--- config.mk ---
export PLATFORM = sky130hd
export DESIGN_NAME = spi_flagged_ctrl
export DESIGN_NICKNAME = d
export VERILOG_FILES = /design/src/rtl/spi_flag_pkg.sv /design/src/rtl/spi_sync.sv /design/src/rtl/spi_rate_div.sv /design/src/rtl/spi_shift_core.sv /design/src/rtl/spi_status_regs.sv /design/src/rtl/spi_flagged_ctrl.sv
export SDC_FILE = /design/constraint.sdc
export NUM_CORES = 1
export LEC_CHECK = 0
export BUFFER_PORTS_ARGS = -buffer_cell sky130_fd_sc_hd__buf_2
export CORE_MARGIN = 8
export CORE_UTILIZATION = 52
export DETAILED_ROUTE_END_ITERATION = 16
export PLACE_DENSITY = 0.76
export SETUP_SLACK_MARGIN = 0.15
export SLEW_MARGIN = 20
export SYNTH_ARGS = -nofsm -noshare
export SYNTH_HDL_FRONTEND = slang
export SYNTH_SLANG_ARGS = --single-unit
export TNS_END_PERCENT = 10
--- constraint.sdc ---
create_clock -name clk -period 1.32 [get_ports clk]
set_input_delay 0 -clock clk [delete_from_list [all_inputs] [get_ports clk]]
set_output_delay 0 -clock clk [all_outputs]
set_load 0.005 [all_outputs]
--- src/rtl/spi_flag_pkg.sv ---
package spi_flag_pkg;
  localparam int BYTE_W   = 8;
  localparam int ST_DONE  = 7;
  localparam int ST_COLL  = 6;
  localparam int ST_FAST  = 0;

  typedef enum logic {SEL_STATUS = 1'b0, SEL_DATA = 1'b1} reg_sel_e;

  // half of the SCK period in system clocks
  function automatic int half_period(input logic [1:0] rate, input logic fast);
    int h;
    case (rate)
      2'd0:    h = 2;
      2'd1:    h = 8;
      2'd2:    h = 32;
      default: h = 64;
    endcase
    if (fast) h = h / 2;
    return h;
  endfunction
endpackage

--- src/rtl/spi_sync.sv ---
module spi_sync #(
  parameter int W      = 1,
  parameter int STAGES = 2,
  parameter logic [W-1:0] RST_VAL = '0
) (
  input  logic         clk,
  input  logic         rst_n,
  input  logic [W-1:0] d,
  output logic [W-1:0] q
);
  logic [STAGES-1:0][W-1:0] stg_q;

  generate
    if (STAGES == 1) begin : g_single
      always_ff @(posedge clk or negedge rst_n) begin
        if (!rst_n) stg_q <= RST_VAL;
        else        stg_q <= d;
      end
    end else begin : g_chain
      always_ff @(posedge clk or negedge rst_n) begin
        if (!rst_n) stg_q <= {STAGES{RST_VAL}};
        else        stg_q <= {stg_q[STAGES-2:0], d};
      end
    end
  endgenerate

  assign q = stg_q[STAGES-1];
endmodule

--- src/rtl/spi_rate_div.sv ---
module spi_rate_div
  import spi_flag_pkg::*;
#(
  parameter int CNT_W = 7
) (
  input  logic       clk,
  input  logic       rst_n,
  input  logic       run,
  input  logic [1:0] rate,
  input  logic       fast,
  output logic       tick
);
  logic [CNT_W-1:0] cnt_q, cnt_d, limit;

  always_comb begin
    limit = CNT_W'(half_period(rate, fast) - 1);
    tick  = run && (cnt_q == limit);
    cnt_d = (!run || tick) ? '0 : cnt_q + 1'b1;
  end

  always_ff @(posedge clk or negedge rst_n) begin
    if (!rst_n) cnt_q <= '0;
    else        cnt_q <= cnt_d;
  end
endmodule

--- src/rtl/spi_shift_core.sv ---
module spi_shift_core #(
  parameter int DATA_W = 8
) (
  input  logic              clk,
  input  logic              rst_n,
  input  logic              en,
  input  logic              master,
  input  logic              start,
  input  logic [DATA_W-1:0] wdata,
  input  logic              tick,
  input  logic              sdi_m,
  input  logic              sdi_s,
  input  logic              sck_s,
  input  logic              ss_active,
  output logic              busy,
  output logic              sck_o,
  output logic              sdo,
  output logic              done,
  output logic [DATA_W-1:0] rx_byte
);
  localparam int CW  = $clog2(DATA_W + 1);
  localparam int MSB = DATA_W - 1;

  logic              m_busy_q, m_busy_d;
  logic              sck_q, sck_d;
  logic              sck_prev_q;
  logic              sdo_q, sdo_d;
  logic [DATA_W-1:0] sh_q, sh_d;
  logic [CW-1:0]     cnt_q, cnt_d;
  logic              s_rise, s_fall;

  always_comb begin
    s_rise   = sck_s & ~sck_prev_q;
    s_fall   = ~sck_s & sck_prev_q;
    m_busy_d = m_busy_q;
    sck_d    = sck_q;
    sdo_d    = sdo_q;
    sh_d     = sh_q;
    cnt_d    = cnt_q;
    done     = 1'b0;
    rx_byte  = sh_q;
    if (!en) begin
      m_busy_d = 1'b0;
      sck_d    = 1'b0;
      cnt_d    = '0;
    end else if (master) begin
      if (start) begin
        m_busy_d = 1'b1;
        sh_d     = wdata;
        sdo_d    = wdata[MSB];
        cnt_d    = '0;
        sck_d    = 1'b0;
      end else if (m_busy_q && tick) begin
        sck_d = ~sck_q;
        if (!sck_q) begin
          sh_d  = {sh_q[MSB-1:0], sdi_m};
          cnt_d = cnt_q + 1'b1;
        end else if (cnt_q == CW'(DATA_W)) begin
          done     = 1'b1;
          m_busy_d = 1'b0;
          cnt_d    = '0;
        end else begin
          sdo_d = sh_q[MSB];
        end
      end
    end else begin
      m_busy_d = 1'b0;
      sck_d    = 1'b0;
      if (start) begin
        sh_d  = wdata;
        sdo_d = wdata[MSB];
      end
      if (!ss_active) begin
        cnt_d = '0;
      end else if (s_rise) begin
        sh_d = {sh_q[MSB-1:0], sdi_s};
        if (cnt_q == CW'(DATA_W - 1)) begin
          done    = 1'b1;
          cnt_d   = '0;
          rx_byte = {sh_q[MSB-1:0], sdi_s};
        end else begin
          cnt_d = cnt_q + 1'b1;
        end
      end else if (s_fall) begin
        sdo_d = sh_q[MSB];
      end
    end
  end

  always_ff @(posedge clk or negedge rst_n) begin
    if (!rst_n) begin
      m_busy_q   <= 1'b0;
      sck_q      <= 1'b0;
      sck_prev_q <= 1'b0;
      sdo_q      <= 1'b0;
      sh_q       <= '0;
      cnt_q      <= '0;
    end else begin
      m_busy_q   <= m_busy_d;
      sck_q      <= sck_d;
      sck_prev_q <= sck_s;
      sdo_q      <= sdo_d;
      sh_q       <= sh_d;
      cnt_q      <= cnt_d;
    end
  end

  assign busy  = master ? m_busy_q : (ss_active && cnt_q != '0);
  assign sck_o = sck_q;
  assign sdo   = (master || ss_active) ? sdo_q : 1'b0;
endmodule

--- src/rtl/spi_status_regs.sv ---
module spi_status_regs #(
  parameter int DATA_W = 8
) (
  input  logic              clk,
  input  logic              rst_n,
  input  logic              st_rd,
  input  logic              st_wr,
  input  logic              fast_wbit,
  input  logic              dt_acc,
  input  logic              set_done,
  input  logic              set_coll,
  input  logic              irq_ack,
  input  logic              irq_en,
  input  logic              cap_en,
  input  logic [DATA_W-1:0] cap_byte,
  output logic              done_flag,
  output logic              coll_flag,
  output logic              fast,
  output logic [DATA_W-1:0] rx_buf,
  output logic              irq_req
);
  logic              done_q, done_d, coll_q, coll_d, fast_q, fast_d;
  logic              arm_done_q, arm_done_d, arm_coll_q, arm_coll_d;
  logic [DATA_W-1:0] rx_q, rx_d;

  always_comb begin
    arm_done_d = arm_done_q;
    arm_coll_d = arm_coll_q;
    if (st_rd) begin
      arm_done_d = done_q;
      arm_coll_d = coll_q;
    end else if (dt_acc) begin
      arm_done_d = 1'b0;
      arm_coll_d = 1'b0;
    end

    done_d = done_q;
    coll_d = coll_q;
    if (dt_acc && arm_done_q) done_d = 1'b0;
    if (dt_acc && arm_coll_q) coll_d = 1'b0;
    if (irq_ack)              done_d = 1'b0;
    if (set_done)             done_d = 1'b1;
    if (set_coll)             coll_d = 1'b1;

    fast_d = st_wr ? fast_wbit : fast_q;
    rx_d   = cap_en ? cap_byte : rx_q;
  end

  always_ff @(posedge clk or negedge rst_n) begin
    if (!rst_n) begin
      done_q     <= 1'b0;
      coll_q     <= 1'b0;
      fast_q     <= 1'b0;
      arm_done_q <= 1'b0;
      arm_coll_q <= 1'b0;
      rx_q       <= '0;
    end else begin
      done_q     <= done_d;
      coll_q     <= coll_d;
      fast_q     <= fast_d;
      arm_done_q <= arm_done_d;
      arm_coll_q <= arm_coll_d;
      rx_q       <= rx_d;
    end
  end

  assign done_flag = done_q;
  assign coll_flag = coll_q;
  assign fast      = fast_q;
  assign rx_buf    = rx_q;
  assign irq_req   = done_q & irq_en;
endmodule

--- src/rtl/spi_flagged_ctrl.sv ---
module spi_flagged_ctrl
  import spi_flag_pkg::*;
#(
  parameter int DATA_W      = BYTE_W,
  parameter int SYNC_STAGES = 2,
  parameter int DIV_W       = 7
) (
  input  logic              clk,
  input  logic              rst_n,
  input  logic              reg_sel,
  input  logic              reg_rd,
  input  logic              reg_wr,
  input  logic [DATA_W-1:0] reg_wdata,
  output logic [DATA_W-1:0] reg_rdata,
  input  logic              cfg_enable,
  input  logic              cfg_master,
  input  logic [1:0]        cfg_rate,
  input  logic              cfg_ss_input,
  input  logic              cfg_irq_en,
  output logic              irq_req,
  input  logic              irq_ack,
  output logic              sck_o,
  input  logic              sck_i,
  input  logic              ss_n_i,
  output logic              sdo,
  input  logic              sdi
);
  localparam logic [2:0] SYNC_RST = 3'b010;

  logic [1:0]        rst_q;
  logic              rst_n_i;
  logic [2:0]        pins_s;
  logic              sck_s, ss_n_s, sdi_s;
  logic              st_rd, st_wr, dt_wr, dt_acc;
  logic              busy, start, xfer_done, mode_fault, ss_active, tick;
  logic              done_flag, coll_flag, fast;
  logic [DATA_W-1:0] rx_byte, rx_buf;

  always_ff @(posedge clk or negedge rst_n) begin
    if (!rst_n) rst_q <= '0;
    else        rst_q <= {rst_q[0], 1'b1};
  end
  assign rst_n_i = rst_q[1];

  spi_sync #(.W(3), .STAGES(SYNC_STAGES), .RST_VAL(SYNC_RST)) u_sync (
    .clk(clk), .rst_n(rst_n_i), .d({sck_i, ss_n_i, sdi}), .q(pins_s)
  );
  assign {sck_s, ss_n_s, sdi_s} = pins_s;

  assign st_rd      = reg_rd & (reg_sel == SEL_STATUS);
  assign st_wr      = reg_wr & (reg_sel == SEL_STATUS);
  assign dt_wr      = reg_wr & (reg_sel == SEL_DATA);
  assign dt_acc     = (reg_rd | reg_wr) & (reg_sel == SEL_DATA);
  assign start      = dt_wr & cfg_enable & ~busy;
  assign ss_active  = cfg_enable & ~cfg_master & ~ss_n_s;
  assign mode_fault = cfg_enable & cfg_master & cfg_ss_input & ~ss_n_s;

  spi_rate_div #(.CNT_W(DIV_W)) u_div (
    .clk(clk), .rst_n(rst_n_i), .run(busy & cfg_master),
    .rate(cfg_rate), .fast(fast), .tick(tick)
  );

  spi_shift_core #(.DATA_W(DATA_W)) u_core (
    .clk(clk), .rst_n(rst_n_i), .en(cfg_enable), .master(cfg_master),
    .start(start), .wdata(reg_wdata), .tick(tick), .sdi_m(sdi),
    .sdi_s(sdi_s), .sck_s(sck_s), .ss_active(ss_active), .busy(busy),
    .sck_o(sck_o), .sdo(sdo), .done(xfer_done), .rx_byte(rx_byte)
  );

  spi_status_regs #(.DATA_W(DATA_W)) u_stat (
    .clk(clk), .rst_n(rst_n_i), .st_rd(st_rd), .st_wr(st_wr),
    .fast_wbit(reg_wdata[ST_FAST]), .dt_acc(dt_acc),
    .set_done(xfer_done | mode_fault), .set_coll(dt_wr & busy),
    .irq_ack(irq_ack), .irq_en(cfg_irq_en), .cap_en(xfer_done),
    .cap_byte(rx_byte), .done_flag(done_flag), .coll_flag(coll_flag),
    .fast(fast), .rx_buf(rx_buf), .irq_req(irq_req)
  );

  always_comb begin
    reg_rdata = '0;
    if (reg_sel == SEL_STATUS) begin
      reg_rdata[ST_DONE] = done_flag;
      reg_rdata[ST_COLL] = coll_flag;
      reg_rdata[ST_FAST] = fast;
    end else begin
      reg_rdata = rx_buf;
    end
  end
endmodule

; ---- After elaboration in Yosys (flattened, before gate mapping)
; Index checks and enable logic that the tools add are counted.
[totals]
mem_bits_ro = 0
latch_bits = 0
ff_bits = 44
input_bits = 23
output_inout_bits = 11
ramBits = 0
memories = 0
[op_classes]
reduce_logical = 17
shifts = 0
magnitude_cmp = 0
muxes = 65
bitwise = 26
n_div = 0
mul = 0
n_addsub = 4
eq_ne = 14
[op_table]
columns = op, count
row1 = 2-to-1 mux 8 bit, 12
row2 = 2-to-1 mux 1 bit, 39
row3 = 2-to-1 mux 4 bit, 9
row4 = case mux 7 bit (3 select lines), 1
row5 = AND 1 bit, 16
row6 = 2-to-1 mux 7 bit, 2
row7 = "!= test 4 x 2 -> 1 bit, second input constant", 3
row8 = AND reduction 3 bit, 3
row9 = adder 6 x 1 -> 7 bit, 1
row10 = "adder 7 x 1 -> 7 bit, second input constant", 1
row11 = equality test 7 bit, 1
row12 = NOT 1 bit, 7
row13 = "subtractor 7 x 2 -> 7 bit, second input constant", 1
row14 = "!= test 3 x 1 -> 1 bit, second input constant", 2
row15 = "!= test 3 bit, second input constant", 2
row16 = logical AND 1 bit, 5
row17 = 2-to-1 mux 5 bit, 1
row18 = "!= test 5 bit, second input constant", 1
row19 = "adder 4 x 1 -> 4 bit, second input constant", 1
row20 = "equality test 4 x 3 -> 1 bit, second input constant", 1
row21 = "equality test 4 bit, second input constant", 1
row22 = "!= test 4 bit, second input constant", 1
row23 = AND reduction 4 bit, 1
row24 = nonzero test 2 bit, 2
row25 = 10 further kinds, 12

; ---- Longest topological paths before layout
[logic_depth]
ltp_word = 15
ltp_mapped = 10
depth_no_buf = 8

; ---- Cells and area by module
; Synthesis repeated with hierarchy kept, for this count alone.
[hier_totals]
hier_cells = 254
hier_area_um2 = 2568.7
[modules_own_cells]
columns = mod, area_each_um2, seq_area_each_um2, cells_each, n_inst
row1 = spi_shift_core, 1189.9, 400.4, 139, 1
row2 = spi_status_regs, 531.8, 325.3, 35, 1
row3 = spi_rate_div, 478.0, 175.2, 50, 1
row4 = spi_flagged_ctrl, 193.9, 50.0, 21, 1
row5 = spi_sync, 175.2, 152.6, 9, 1

; ---- Worst setup path before layout
; No wires, ideal clock.
[synth_path]
path_kind = reg2reg
startpoint = register u_core.cnt_q[0]
endpoint = register u_core.sh_q[2]
slack_ns = -0.928
setup_time_ns = 0.128
path_stages_with_launch = 10
arrival_ns = 2.121
required_ns = 1.192
synth_period_minus_slack_ns = 2.248
path_cell_list = dfrtp_1 -> inv_1 -> ha_1 -> or3b_1 -> a211o_1 -> buf_2 -> buf_2 -> o221ai_1 -> a22oi_1 -> mux2_1
[synth_between]
elab_chain_len = 9
word_cells_on_any_way = 16
cone_classes = 2 x eq/ne / 6 x mux / 3 x bitwise / 5 x reduce/logical
[synth_rtl]
columns = item, line
row1 = from (decl), spi_shift_core.sv:29  ; logic [CW-1:0] cnt_q, cnt_d;
row2 = from (signal assigned), spi_shift_core.sv:104  ; cnt_q <= cnt_d;
row3 = nonzero test 4 bit *, spi_shift_core.sv:108  ; assign busy = master ? m_busy_q : (ss_active && cnt_q != '0);
row4 = logical AND 1 bit *, spi_shift_core.sv:108
row5 = 2-to-1 mux 1 bit *, spi_shift_core.sv:108
row6 = NOT 1 bit, spi_flagged_ctrl.sv:54  ; assign start = dt_wr & cfg_enable & ~busy;
row7 = AND 1 bit, spi_flagged_ctrl.sv:54
row8 = 2-to-1 mux 8 bit, spi_shift_core.sv:69  ; if (start) begin
row9 = 2-to-1 mux 8 bit, spi_shift_core.sv:75  ; end else if (s_rise) begin
row10 = 2-to-1 mux 8 bit, spi_shift_core.sv:73  ; if (!ss_active) begin
row11 = 2-to-1 mux 8 bit, spi_shift_core.sv:46  ; end else if (master) begin
row12 = to (signal assigned), spi_shift_core.sv:96  ; sh_q <= '0;
row13 = to (signal assigned), spi_shift_core.sv:103  ; sh_q <= sh_d;
row14 = to (decl), spi_shift_core.sv:28  ; logic [DATA_W-1:0] sh_q, sh_d;
; Mark *: on every way between the ends. The rest lies on a longest branch, timed or not.
; A chain may end at the register's enable or synchronous reset.

; ---- Worst setup path after layout
[layout_path]
startpoint = register u_core.cnt_q[1]
endpoint = register u_core.sh_q[5]
; The elaborated chain is that of the path after synthesis.

==> results.json <==
{
  "diodes": 0,
  "hold_violations": 0,
  "yosys_warnings": 0,
  "die_x_um": 86.0,
  "drive_above_1_share_pct": 43.7,
  "drtPass1Iterations": 4,
  "postLayoutCellArea_um2": 3640,
  "finClkSkew_ns": 0.00728,
  "period_minus_slack_ns": 2.17,
  "drv_slew": 0,
  "required_ns": 1.51,
  "min_path_type": "input pin to flip-flop",
  "area.growth.synth_to_final_pct": 42.9,
  "vias": 2302,
  "cts_max_path_buffers": 2,
  "synth_flop_cell": "dfrtp_1",
  "syn_nets": 275,
  "antenna_left": 0,
  "fmax_mhz": 461,
  "die_y_um": 86.0,
  "pwr_density_cell_nw_per_um2": 1020,
  "crit_chain": "inv_2 -> ha_4 -> or3b_4 -> a211o_1 -> buf_12 -> mux2i_1 -> a22oi_2 -> mux2_4",
  "syn_inst": 249,
  "port_buffers": 33,
  "crit_family": "multiplexers",
  "ys_seq_area_share_pct": 43.3,
  "p_seq_share_pct": 46.6,
  "power_frac_comb_pct": 24.9,
  "nNetsFinal": 382,
  "final_cell_mix": "60 x buf_4, 40 x dfrtp_1, 33 x buf_2, 21 x nand2_1, 18 x nor2_1",
  "p_clk_share_pct": 28.5,
  "clk_pin_slew_ns": 0.09,
  "grt_pass1_vias": 2273,
  "cpPeakStageDelay_ns": 0.40,
  "drc": 0,
  "drtIter0Drc": 97,
  "grt_pass1_wl_um": 10900,
  "wl_per_cell_um": 15.8,
  "routed_wl_um": 6710,
  "track_usage_pct": 18.3,
  "violations": "negative setup slack",
  "ff_latch_area_um2": 1110,
  "power_mw": 3.72,
  "gr-total-overflow": 0,
  "antenna_found_initial": 0,
  "async_flop_share_pct": 100,
  "synth_top_cell_by_area": "dfrtp_1",
  "hpwlAfterDp_um": 4840,
  "synth_seq_cells": 44,
  "run_status": "finished with violations",
  "critical_path.endpoint_type": "flip-flop",
  "grt_max_degree": 26,
  "setup_slack_ns": -0.848,
  "cts_tree": "yes",
  "crit_slowest_cell": "or3b_4",
  "crit_type": "flip-flop to flip-flop",
  "clk_latency_ns": 0.30,
  "htree_levels": 2,
  "critPathMaxFanout": 15,
  "cts_buffers": 5,
  "core_um2": 4720,
  "rows": 25,
  "post-route-period-util_pct": 164,
  "cp_num_buf_inv": 2,
  "switching_share_pct": 30.0,
  "viasPerCell": 5.43,
  "multi_input_area_um2": 1520,
  "fin_util_pct": 77.1,
  "synthDistinctLibCells": 57,
  "maxCapViolCount": 0,
  "cp-start-kind": "flip-flop",
  "cts.sinks": 44,
  "peakVddDrop_mv": 0.756,
  "io_pins": 34,
  "syn_area_per_cell_um2": 10.2,
  "intPower_mw": 2.60,
  "rsz0062_at_grt": "true",
  "netlist_area_um2": 2550,
  "crit_arrival_ns": 2.36,
  "synth_top_area_share_pct": 41.2,
  "final_common_cell": "buf_4",
  "fin_setup_tns_ns": -21.27,
  "gp_congestion": 0.833,
  "synth_edf_count": 0,
  "dieArea_um2": 7400,
  "layout.cells.non_filler": 424,
  "power_switching_mw": 1.12,
  "place_inst": 405,
  "synth_area_leaders": "dfrtp_1 41%, mux2_1 4.0%, mux2i_1 3.9%",
  "clockRootBuffer": "clkbuf_8",
  "setup_viol": 32,
  "fill_cells": 313,
  "initial_core_util_pct": 54.0,
  "place_area_um2": 3330,
  "p_leak_nw": 1.76
}
==> metal layers <==
layer	vias up	part of all wire (%)	global-route usage, %
li1	1130	-	-
met1	1119	46	24.0
met2	46	50	29.6
met3	7	3.9	3.92
met4	0	0.82	4.78
met5	-	0	0
==> timing repair <==
action	4_1_cts	5_1_grt
resized for setup	7	16
pin swaps	1	7
endpoints found under the setup margin	34	35
buffers inserted	0	3
hold buffers	8	0
endpoints found under the hold margin	8	0
==> power by group through the flow <==
stage / logic (mW) / registers, mW / clock network (mW)
6_report: 0.927 / 1.73 / 1.06
5_1_grt: 1.02 / 1.76 / 1.14
4_1_cts: 0.883 / 1.72 / 1.09
3_5_place_dp: 0.839 / 1.75 / 0
3_3_place_gp: 0.813 / 1.73 / 0
2_1_floorplan: 0.549 / 1.69 / 0
==> tightest hold or removal path, cell delays in order <==
cell	delay, ns
buf_2	0.13
nand2_1	0.11
o21ai_1	0.09
==> sequential cells by signal, summed over array words and instances, names as in the netlist <==
name	cells
u_stat.done_flag	1
rst_q	2
u_core.sh_q	8
u_core.sdo_q	1
u_core.sck_o	1
u_sync.q	3
u_sync.stg_q	3
u_core.cnt_q	4
u_stat.fast	1
u_stat.arm_done_q	1
u_stat.rx_buf	8
u_core.sck_prev_q	1
u_core.m_busy_q	1
u_div.cnt_q	7
u_stat.coll_flag	1
u_stat.arm_coll_q	1
==> through the flow <==
stage	hold slack, ns	setup slack [ns]
floorplan	-0.296	-0.812
global placement	-0.215	-0.795
detailed placement	-0.212	-0.816
CTS	0.0587	-0.795
global route	0.0839	-0.922
finish	0.0738	-0.848
==> cells in the mapped netlist, types with 6 or more instances <==
cell type and n:
a21oi_1 9, a22oi_1 6, and2_1 9, dfrtp_1 42, inv_1 9, mux2_1 9, mux2i_1 10, nand2_1 21
nand3_1 6, nor2_1 20, o21ai_0 9, o221ai_1 7
==> path summary, 6_finish.rpt <==
check                                             from  depth (start not counted)  slack, ns                           end
max in group asynchronous           rst_q[1]$_DFF_PN0_                          1       0.61       u_stat.fast$_DFFE_PN0P_
setup reg to reg           u_core.cnt_q[1]$_DFFE_PN0P_                          8      -0.85    u_core.sh_q[5]$_DFFE_PN0P_
setup / recovery           u_core.cnt_q[1]$_DFFE_PN0P_                          8      -0.85    u_core.sh_q[5]$_DFFE_PN0P_
hold reg to reg                     rst_q[1]$_DFF_PN0_                          0       0.21    u_core.sh_q[7]$_DFFE_PN0P_
min in group asynchronous           rst_q[1]$_DFF_PN0_                          0       0.21    u_core.sh_q[7]$_DFFE_PN0P_
hold / removal                                  reg_wr                          3       0.07  u_stat.coll_flag$_DFFE_PN0P_
==> layout make-up <==
class                           instances  share of cell area (%)
Clock buffer                            5                    1.89
Clock inverter                          3                    1.27
Inverter                                9                   0.927
Multi-Input combinational cell        189                    41.8
Sequential cell                        44                    30.4
Tap cell                               67                    2.30
Timing Repair Buffer                  107                    21.4
==> cell families after synthesis <==
family	Yosys count	share of synthesized area [%]
xor+xnor	6	2.06
other cells	1	0.147
flops	44	43.3
mux	27	12.0
fa+ha+maj	3	1.47
compound gates	66	19.3
buf+inv	16	2.45
simple gates	86	19.2
Note: power is estimated with default switching activity, not from simulation.
